<file path="src/rtl/lcd_pkg.sv">
package lcd_pkg;
  typedef logic [1:0] lvl_t;

  localparam lvl_t LVL_V0  = 2'd0;
  localparam lvl_t LVL_V13 = 2'd1;
  localparam lvl_t LVL_V23 = 2'd2;
  localparam lvl_t LVL_V3  = 2'd3;

  // Odd frames mirror each level about the ladder midpoint.
  function automatic lvl_t lvl_mirror(lvl_t l, logic odd);
    return odd ? ~l : l;
  endfunction
endpackage

</file>
<file path="src/rtl/lcd_rate_div.sv">
module lcd_rate_div #(
  parameter int DIV_BASE = 16,
  parameter int SEL_W    = 2
) (
  input  logic             clk,
  input  logic             rst,
  input  logic             en_i,
  input  logic [SEL_W-1:0] rate_sel_i,
  output logic             tick_o
);
  localparam int MAX_SH  = (1 << SEL_W) - 1;
  localparam int MAX_LIM = DIV_BASE << MAX_SH;
  localparam int CNT_W   = $clog2(MAX_LIM + 1);

  logic [CNT_W-1:0] cnt_q;
  logic [CNT_W-1:0] lim;

  always_comb begin
    lim    = CNT_W'(DIV_BASE) << (SEL_W'(MAX_SH) - rate_sel_i);
    tick_o = en_i && (cnt_q >= lim - CNT_W'(1));
  end

  always_ff @(posedge clk) begin
    if (rst || !en_i)   cnt_q <= '0;
    else if (tick_o)    cnt_q <= '0;
    else                cnt_q <= cnt_q + CNT_W'(1);
  end

  generate
    if (DIV_BASE > 1) begin : g_spacing
      assert_tick_spacing_R3: assert property (@(posedge clk) disable iff (rst)
        tick_o |=> !tick_o);
    end
  endgenerate
endmodule

</file>
<file path="src/rtl/lcd_scan_ctrl.sv">
module lcd_scan_ctrl #(
  parameter int NCOM = 4,
  localparam int CW  = $clog2(NCOM)
) (
  input  logic          clk,
  input  logic          rst,
  input  logic          on_i,
  input  logic          off_i,
  input  logic          tick_i,
  output logic          en_o,
  output logic [CW-1:0] com_o,
  output logic          odd_o
);
  always_ff @(posedge clk) begin
    if (rst) begin
      en_o  <= 1'b0;
      com_o <= '0;
      odd_o <= 1'b0;
    end else begin
      if (off_i)      en_o <= 1'b0;
      else if (on_i)  en_o <= 1'b1;

      if (!en_o || off_i) begin
        com_o <= '0;
        odd_o <= 1'b0;
      end else if (tick_i) begin
        if (com_o == CW'(NCOM - 1)) begin
          com_o <= '0;
          odd_o <= ~odd_o;
        end else begin
          com_o <= com_o + CW'(1);
        end
      end
    end
  end

  assert_com_hold_R3: assert property (@(posedge clk) disable iff (rst)
    en_o && !tick_i && !off_i |=> $stable(com_o));
  assert_pol_flip_R5: assert property (@(posedge clk) disable iff (rst)
    en_o && !off_i && tick_i && com_o == CW'(NCOM - 1) |=> odd_o != $past(odd_o));
  assert_pol_hold_R5: assert property (@(posedge clk) disable iff (rst)
    en_o && !off_i && !(tick_i && com_o == CW'(NCOM - 1)) |=> $stable(odd_o));
endmodule

</file>
<file path="src/rtl/lcd_disp_ram.sv">
module lcd_disp_ram #(
  parameter int NSEG   = 36,
  parameter int NCOM   = 4,
  parameter int ADDR_W = 8,
  parameter logic [ADDR_W-1:0] BASE = 8'hEE
) (
  input  logic               clk,
  input  logic               wr_en_i,
  input  logic [ADDR_W-1:0]  wr_addr_i,
  input  logic [7:0]         wr_data_i,
  output logic [NSEG*NCOM-1:0] pix_o
);
  localparam int SPB   = 8 / NCOM;
  localparam int NBYTE = NSEG / SPB;
  localparam int IDX_W = $clog2(NBYTE);

  logic [7:0]        mem_q [NBYTE];
  logic [ADDR_W-1:0] off_w;
  logic [IDX_W-1:0]  idx_w;
  logic              hit_w;

  always_comb begin
    off_w = wr_addr_i - BASE;
    hit_w = wr_en_i && (off_w < ADDR_W'(NBYTE));
    idx_w = off_w[IDX_W-1:0];
  end

  always_ff @(posedge clk) begin
    if (hit_w) mem_q[idx_w] <= wr_data_i;
  end

  for (genvar s = 0; s < NSEG; s++) begin : g_seg
    for (genvar c = 0; c < NCOM; c++) begin : g_com
      assign pix_o[s*NCOM + c] = mem_q[s / SPB][(s % SPB)*NCOM + c];
    end
  end

  assert_write_lands_R7: assert property (@(posedge clk)
    hit_w |=> mem_q[$past(idx_w)] == $past(wr_data_i));
endmodule

</file>
<file path="src/rtl/lcd_mux_driver.sv">
module lcd_mux_driver #(
  parameter int NSEG     = 36,
  parameter int NCOM     = 4,
  parameter int NPORT    = 4,
  parameter int DIV_BASE = 16,
  parameter int ADDR_W   = 8,
  parameter logic [ADDR_W-1:0] BASE = 8'hEE
) (
  input  logic                clk,
  input  logic                rst,
  input  logic                lcd_on_i,
  input  logic                lcd_off_i,
  input  logic [1:0]          rate_sel_i,
  input  logic                wr_en_i,
  input  logic [ADDR_W-1:0]   wr_addr_i,
  input  logic [7:0]          wr_data_i,
  input  logic                port_mode_i,
  input  logic [NPORT-1:0]    port_val_i,
  output logic [2*NCOM-1:0]   com_o,
  output logic [2*NSEG-1:0]   seg_o
);
  import lcd_pkg::*;
  localparam int CW = $clog2(NCOM);

  logic              tick_w, en_w, odd_w;
  logic [CW-1:0]     com_w;
  logic [NSEG*NCOM-1:0] pix_w;

  lcd_rate_div #(.DIV_BASE(DIV_BASE), .SEL_W(2)) u_div (
    .clk(clk), .rst(rst), .en_i(en_w), .rate_sel_i(rate_sel_i), .tick_o(tick_w));

  lcd_scan_ctrl #(.NCOM(NCOM)) u_scan (
    .clk(clk), .rst(rst), .on_i(lcd_on_i), .off_i(lcd_off_i), .tick_i(tick_w),
    .en_o(en_w), .com_o(com_w), .odd_o(odd_w));

  lcd_disp_ram #(.NSEG(NSEG), .NCOM(NCOM), .ADDR_W(ADDR_W), .BASE(BASE)) u_ram (
    .clk(clk), .wr_en_i(wr_en_i), .wr_addr_i(wr_addr_i), .wr_data_i(wr_data_i),
    .pix_o(pix_w));

  for (genvar i = 0; i < NCOM; i++) begin : g_com
    always_ff @(posedge clk) begin
      if (rst || !en_w) com_o[2*i +: 2] <= LVL_V0;
      else com_o[2*i +: 2] <= lvl_mirror((com_w == CW'(i)) ? LVL_V3 : LVL_V13, odd_w);
    end
  end

  for (genvar s = 0; s < NSEG; s++) begin : g_seg
    if (s >= NSEG - NPORT) begin : g_port
      always_ff @(posedge clk) begin
        if (rst) seg_o[2*s +: 2] <= LVL_V0;
        else if (port_mode_i) seg_o[2*s +: 2] <= {2{port_val_i[s - (NSEG - NPORT)]}};
        else if (!en_w) seg_o[2*s +: 2] <= LVL_V0;
        else seg_o[2*s +: 2] <= lvl_mirror(pix_w[s*NCOM + com_w] ? LVL_V0 : LVL_V23, odd_w);
      end
      assert_port_follow_R8: assert property (@(posedge clk) disable iff (rst)
        port_mode_i |=> seg_o[2*s +: 2] == {2{$past(port_val_i[s - (NSEG - NPORT)])}});
    end else begin : g_lcd
      always_ff @(posedge clk) begin
        if (rst || !en_w) seg_o[2*s +: 2] <= LVL_V0;
        else seg_o[2*s +: 2] <= lvl_mirror(pix_w[s*NCOM + com_w] ? LVL_V0 : LVL_V23, odd_w);
      end
    end
  end

  logic [NCOM-1:0] com_edge;
  always_comb begin
    for (int i = 0; i < NCOM; i++)
      com_edge[i] = (com_o[2*i +: 2] == LVL_V0) || (com_o[2*i +: 2] == LVL_V3);
  end

  assert_one_selected_R4: assert property (@(posedge clk) disable iff (rst)
    en_w |=> $countones(com_edge) == 1);
  assert_off_blank_R1: assert property (@(posedge clk) disable iff (rst)
    !en_w |=> com_o == '0);
endmodule

</file>
<file path="config.mk">
export PLATFORM = sky130hd
export DESIGN_NAME = lcd_mux_driver
export DESIGN_NICKNAME = d
export VERILOG_FILES = /design/src/rtl/lcd_pkg.sv /design/src/rtl/lcd_rate_div.sv /design/src/rtl/lcd_scan_ctrl.sv /design/src/rtl/lcd_disp_ram.sv /design/src/rtl/lcd_mux_driver.sv
export SDC_FILE = /design/constraint.sdc
export NUM_CORES = 1
export LEC_CHECK = 0
export BUFFER_PORTS_ARGS = -buffer_cell sky130_fd_sc_hd__buf_2
export CORE_ASPECT_RATIO = 0.7
export CORE_MARGIN = 3
export CORE_UTILIZATION = 45
export DETAILED_ROUTE_END_ITERATION = 10
export PLACE_DENSITY_LB_ADDON = 0.15
export SYNTH_ARGS = -nofsm -noshare
export SYNTH_HDL_FRONTEND = slang
export SYNTH_SLANG_ARGS = --single-unit
</file>
<file path="constraint.sdc">
create_clock -name clk -period 7.14 [get_ports clk]
set_input_delay 1.428 -clock clk [delete_from_list [all_inputs] [get_ports clk]]
set_output_delay 1.428 -clock clk [all_outputs]
set_load 0.02 [all_outputs]
</file>
==> impl_metrics.toml, run 1 <==
[pwr]
p_sw_frac = 0.198
switchingPower_w = 0.000461
p_per_area_mw_per_mm2 = 256
p_comb_frac = 0.030
pwr-share-clk = 0.427
p_seq_frac = 0.543
p_int_w = 0.00187
p_leak_nw = 3.22
total_power_w = 0.00233
ir_drop_mv = 0.147

[clock_network]
root_buffer = "clkbuf_16"
ctsHoldBuffers = 0
cts_tree = "yes"
post_cts_buffers = 0
cts.path.max_buffers = 3
cts_resized = 0
numCtsBuffers = 20
worstSkewPairLatency_ns = 0.48
clk_pin_slew_ns = 0.06
cts_sinks = 202
cts-htree-levels = 1

[grt]
grt-busiest-layer = "met2"
overflow = 0
grt_usage = 0.159
antenna_found_initial = 0
grt_max_degree = 41
grtUsageMet1 = 0.232
first_global_vias = 4074
grt_use_met2 = 0.244
grt_pass1_wl_um = 23000
grt_use_met3 = 0.0331

[timing]
tightest_slew_ns = 1.23
min_period_over_period = 0.534
rsz0062_at_grt = "no"
max_slew_margin = 0.171
final_hold_viol_count = 0
min_period_ns = 3.82
setup_violations = 0
clock_skew_ns = 0.00677
fin_setup_tns_ns = 0
slew_violations = 0
layout_setup_ws_ns = 3.32
hold_ws_ns = 0.479
max_freq_ghz = 0.262

[worst_setup_path]
crit_required_ns = 7.23
critPathKind = "input port to register"
r2r_slack_ns = 5.06
reg2reg_to = "seg_o[69]$_SDFF_PP0_"
crit-reg2reg-launch = "u_scan.com_o[0]$_SDFFE_PP0P_"
worst_setup_path_end_kind = "register"
critical_path.startpoint_type = "input port"
cp_max_fo = 12
cp.arrival_ns = 3.91
r2r_cells = 5
crit_start = "wr_addr_i[1]"

[synth]
ys_seq_area_frac = 0.689
yosys_warnings = 0
async_reset_ff_frac = 0
synth_area_mm2 = 0.00796
netlist_instances = 503
synth_flop_cell = "edfxtp_1"
synth_edf_count = 144
postSynthAreaPerCell_um2 = 15.8
synth_seq_cells = 202
synth_cell_types = 42
synth_nets = 541

[layout]
drive_gt1_frac = 0.302
diodes = 0
nNetsFinal = 620
syn2layout_area_growth_pct = 14.4
fin_area_mm2 = 0.00910

[drt]
final_antenna_net_count = 0
wire_per_inst_um = 17.9
vias = 4178
drt-initial-drc-count = 253
via_per_inst = 5.05
drc = 0
drt_wl_total_um = 14800
first_pass_iters = 4

[floorplanning]
die_w_um = 165
coreArea_mm2 = 0.0173
die_area_mm2 = 0.0193
start_util = 0.461
std_cell_rows = 40
fp.dieH_um = 117
pin_count = 108

[place]
placed_area_mm2 = 0.00847
place_congestion = 0.811
port_buffers = 107
post-dp-hpwl_um = 8980
post-place-ws_ns = 2.80

[min_path]
min-delay-start = "u_div.cnt_q[0]$_SDFF_PP0_"
hold_path.class = "register to register"
whs_path_depth = 1
hold_end = "u_div.cnt_q[0]$_SDFF_PP0_"

[run_status]
status = "complete, no violations"

[run]
cap_violations = 0
power groups by stage:
stage	combinational, W	clock [W]	sequential [W]
6_report	0.0000703	0.000993	0.00126
5_1_grt	0.0000787	0.00107	0.00126
4_1_cts	0.0000719	0.00102	0.00126
3_5_place_dp	0.0000715	0	0.00129
3_3_place_gp	0.0000705	0	0.00129
2_1_floorplan	0.0000266	0	0.00130
Yosys cell counts, types with 3 or more instances:
library cell	n	area share
edfxtp_1	144	0.54
dfxtp_1	58	0.15
nor2_1	56	0.026
xnor2_1	45	0.050
mux4_2	36	0.10
buf_4	35	0.033
nand2_1	18	0.0085
nor3_1	14	0.0088
a21oi_1	10	0.0063
ha_1	10	0.016
buf_1	7	0.0033
buf_2	7	0.0044
nand3_1	7	0.0044
clkbuf_1	6	0.0028
nand2b_1	5	0.0039
or4_1	5	0.0047
inv_1	4	0.0019
o21ai_0	4	0.0025
nor2b_1	3	0.0024
xor2_1	3	0.0033
cell families (layout without fill, tap and decap cells):
| group | count (synthesis) | in the layout | share of synthesized area |
|---|---|---|---|
| multiplexers | 38 | 38 | 0.105 |
| adder cells (fa/ha/maj) | 10 | 10 | 0.0157 |
| other | 1 | 1 | 0.000471 |
| XOR/XNOR | 48 | 48 | 0.0528 |
| buffers and inverters | 59 | 152 | 0.0454 |
| flip-flops | 202 | 202 | 0.689 |
| AO/OA/AOI/OAI | 24 | 24 | 0.0187 |
| AND/OR/NAND/NOR | 121 | 121 | 0.0723 |
final cells by class:
class | instances | area, um^2
Fill cell | 1446 | 8160
Sequential cell | 202 | 5490
Multi-Input combinational cell | 242 | 2110
Timing Repair Buffer | 112 | 573
Clock buffer | 28 | 562
Tap cell | 231 | 289
Clock inverter | 8 | 62.6
Inverter | 4 | 15.0
worst max-delay path, stage by stage:
cell     delay (ns)
buf_2          0.17
ha_1           0.27
a21oi_1        0.18
mux2_4         0.36
or3b_1         0.51
nor3_1         0.98
cells in the final DEF, fill, tap and decap left out, drive strengths merged, types with 2 or more instances in the layout:
cell type	instances
nor3	14
inv	4
nor2b	3
nand4	2
ha	10
dfxtp	58
xor2	3
or4	5
a21oi	10
buf	112
or3b	2
a21boi	3
and2	2
xnor2	45
clkbuf	28
nand3	7
edfxtp	144
clkinv	6
nand2b	5
nand2	18
o21ai	4
mux4	36
nor2	56
a211o	2
nor4	2
flip-flops by register name, indices dropped and copies added, names as in the netlist:
name and flops:
com_o 5, seg_o 41, u_div.cnt_q 8, u_ram.mem_q 144, u_scan.odd_o 1, u_scan.en_o 1, u_scan.com_o 2
through the flow:
stage / instances / util
floorplan: 503 / -
global placement: 791 / 0.491
detailed placement: 791 / 0.491
CTS: 827 / 0.527
global route: 827 / 0.527
finish: 827 / 0.527
how the worst max path moves through the flow:
| stage | to | slack [ns] |
|---|---|---|
| final | u_ram.mem_q[7][3]$_DFFE_PP_ | 3.32 |
| after global routing | u_ram.mem_q[7][2]$_DFFE_PP_ | 3.13 |
| after CTS | u_ram.mem_q[7][3]$_DFFE_PP_ | 3.31 |
| after detailed placement | u_ram.mem_q[7][5]$_DFFE_PP_ | 2.80 |
| after global placement | u_ram.mem_q[14][0]$_DFFE_PP_ | 2.95 |
| after floorplan | u_ram.mem_q[16][0]$_DFFE_PP_ | 3.30 |
layer usage:
| metal | vias up | share of wire |
|---|---|---|
| li1 | 1972 | - |
| met1 | 2008 | 0.47 |
| met2 | 177 | 0.43 |
| met3 | 21 | 0.085 |
| met4 | 0 | 0.020 |
| met5 | - | 0 |
(Power assumes the default switching activity.)
==> inputs of run 2 (changes only) <==
ABC_AREA = 1   (was not set)
clock period = 3.1 ns   (was 7.14 ns; I/O delays follow)
==> run 2 against run 1 <==
Clock power increased by 140%. Sequential power grew 130%. Wire length increased by 21%. Flip-flop and latch count stayed put. Area after synthesis is 2.9% higher. Largest cell class unchanged. Largest power group unchanged. Highest routed layer unchanged.
==> impl_metrics.toml, run 2 <==
[timing]
setup_violations = 0
final_hold_viol_count = 0
fin_setup_tns_ns = 0
max_slew_margin = 0.502
min_period_over_period = 0.728
min_period_ns = 2.26
clock_skew_ns = 0.0114
tightest_slew_ns = 0.747
max_freq_ghz = 0.443
rsz0062_at_grt = "no"
slew_violations = 0

[synth]
synth_flop_cell = "edfxtp_1"
postSynthAreaPerCell_um2 = 10.8
synth_edf_count = 144
synth_area_mm2 = 0.00819
synth_commonest_cells = "nor2_1, edfxtp_1, nand2_1"
synth_top_area_cell = "edfxtp_1"
synth.most_common_cell = "nor2_1"
synth_cell_types = 32
synth_seq_cells = 202
yosys_warnings = 0
netlist_instances = 761
async_reset_ff_frac = 0
synth_area_leaders = "edfxtp_1, dfxtp_1, nor2_1"
ys_seq_area_frac = 0.670
synth_nets = 799
synth_top_area_share = 0.528

[clock_network]
ctsHoldBuffers = 0
cts_sinks = 202
cts_resized = 0
cts.path.max_buffers = 3
numCtsBuffers = 20
root_buffer = "clkbuf_16"
clk_pin_slew_ns = 0.06
worstSkewPairLatency_ns = 0.49
cts_tree = "yes"
post_cts_buffers = 0
cts-htree-levels = 1

[worst_setup_path]
critical_path.startpoint_type = "input port"
r2r_slack_ns = 1.06
worst_setup_path_end_kind = "register"
cp_max_fo = 8
critPathKind = "input port to register"
crit_chain = "buf_2, ha_1, inv_1, nand3_1, a21oi_4, nand3_2, nor2_1"
crit_start = "wr_addr_i[1]"
crit-reg2reg-launch = "u_scan.com_o[0]$_SDFFE_PP0P_"
cp_num_buf_inv = 2
crit_family = "simple AND/OR/NAND/NOR gates"
cpMaxStageDelayCell = "nor2_1"
crit_required_ns = 3.21
r2r_cells = 6
cpPeakStageDelay_ns = 0.55
reg2reg_to = "seg_o[29]$_SDFF_PP0_"
cp.arrival_ns = 2.37

[layout]
reg.largest.list = "u_ram.mem_q: 144 flops, seg_o: 41 flops, u_div.cnt_q: 8 flops"
nNetsFinal = 879
diodes = 0
final_cells = 1086
nFillCells = 1519
mostFrequentLayoutCells = "nor2_1, edfxtp_1, nand2_1"
final_common_cell = "nor2_1"
regMostFlops = "u_ram.mem_q"
largest_reg_flops = 144
drive_gt1_frac = 0.198
syn2layout_area_growth_pct = 14.8

[drt]
vias = 5398
first_pass_iters = 5
wire_per_inst_um = 16.5
via_per_inst = 4.97
drc = 0
final_antenna_net_count = 0
drt-initial-drc-count = 429
drt_wl_total_um = 18000

[grt]
antenna_found_initial = 0
grt_pass1_wl_um = 27900
grt_max_degree = 75
overflow = 0
grt_usage = 0.176
first_global_vias = 5213

[pwr]
ir_drop_mv = 0.355
total_power_w = 0.00550
p_sw_frac = 0.196
p_per_area_mw_per_mm2 = 585
pwr-share-clk = 0.441
p_comb_frac = 0.030
p_seq_frac = 0.529
p_leak_nw = 3.84
p_int_w = 0.00442
switchingPower_w = 0.00107

[floorplanning]
die_w_um = 167
fp.dieH_um = 119
start_util = 0.468
die_area_mm2 = 0.0199
coreArea_mm2 = 0.0175
pin_count = 108
std_cell_rows = 40

[min_path]
hold_end = "u_scan.en_o$_SDFFE_PP0P_"
hold_path.class = "input port to register"
min-delay-start = "lcd_on_i"
whs_path_depth = 3

[run]
cap_violations = 0

[place]
post-dp-hpwl_um = 11000
place_congestion = 0.760
dp.cells = 1050
port_buffers = 107

[run_status]
status = "complete, no violations"
-- run 2: changes by cell type in the layout (fill, tap and decap cells not counted), sizes merged, moves of 5 or more --
cell    delta
or4        -5
nor2     +123
xnor2     -39
o22ai     +32
mux4      -36
buf       +14
nand2    +110
inv       +21
o21ai     +61
nand2b     -5
nor3      -12
nand3     +13
-- run 2: power groups by stage --
stage                     clock network (W)   logic, W  registers (W)
after floorplan                           0  0.0000572        0.00298
after global placement                    0   0.000159        0.00297
after detailed placement                  0   0.000164        0.00297
after CTS                           0.00249   0.000165        0.00291
after global routing                0.00260   0.000180        0.00291
final                               0.00243   0.000163        0.00291
-- run 2: worst max-delay path by stage --
| stage | to | slack [ns] | cells after the start |
|---|---|---|---|
| after floorplan | u_ram.mem_q[10][0]$_DFFE_PP_ | 0.84 | 6 |
| after global placement | u_ram.mem_q[5][7]$_DFFE_PP_ | 0.53 | 7 |
| after detailed placement | u_ram.mem_q[5][7]$_DFFE_PP_ | 0.35 | 7 |
| after CTS | u_ram.mem_q[5][4]$_DFFE_PP_ | 0.86 | 7 |
| after global routing | u_ram.mem_q[5][7]$_DFFE_PP_ | 0.69 | 7 |
| final | u_ram.mem_q[5][4]$_DFFE_PP_ | 0.84 | 7 |
-- run 2: cell type report --
type | count | area, um^2 | area share
clock inverter | 6 | 76.3 | 0.00812
tap | 231 | 289 | 0.0307
multi-input combinational | 466 | 2170 | 0.231
sequential | 202 | 5490 | 0.583
timing repair buffer | 126 | 691 | 0.0735
inverter | 25 | 96.3 | 0.0102
clock buffer | 30 | 589 | 0.0627
-- run 2: tightest hold or removal path: stages --
cell and delay (ns):
buf_2 0.08, nor2_1 0.03, nor2_1 0.09
-- run 2: per-layer routing --
metal  share of wire  global-route usage  up-vias
met4           0.016              0.0358        0
met1            0.49               0.264     2508
li1                -                   -     2708
met3           0.058              0.0312       24
met5               0                   0        -
met2            0.44               0.273      158
-- run 2: per-stage QoR --
stage	utilization	worst slack, ns	hold slack [ns]	area [um^2]
floorplan	-	0.838	0.418	8190
global placement	0.499	0.534	0.427	8740
detailed placement	0.499	0.351	0.439	8740
CTS	0.537	0.857	0.369	9400
global route	0.537	0.685	0.369	9400
finish	0.537	0.844	0.381	9400
-- run 2: cell families (layout without fill, tap and decap cells) --
logic type,count (synthesis),after routing,share of synthesized area
AND/OR/NAND/NOR,339,339,0.168
buffers and inverters,93,187,0.0648
flip-flops,202,202,0.670
other,1,1,0.000458
adder cells (fa/ha/maj),10,10,0.0153
XOR/XNOR,8,8,0.00856
AO/OA/AOI/OAI,108,108,0.0735
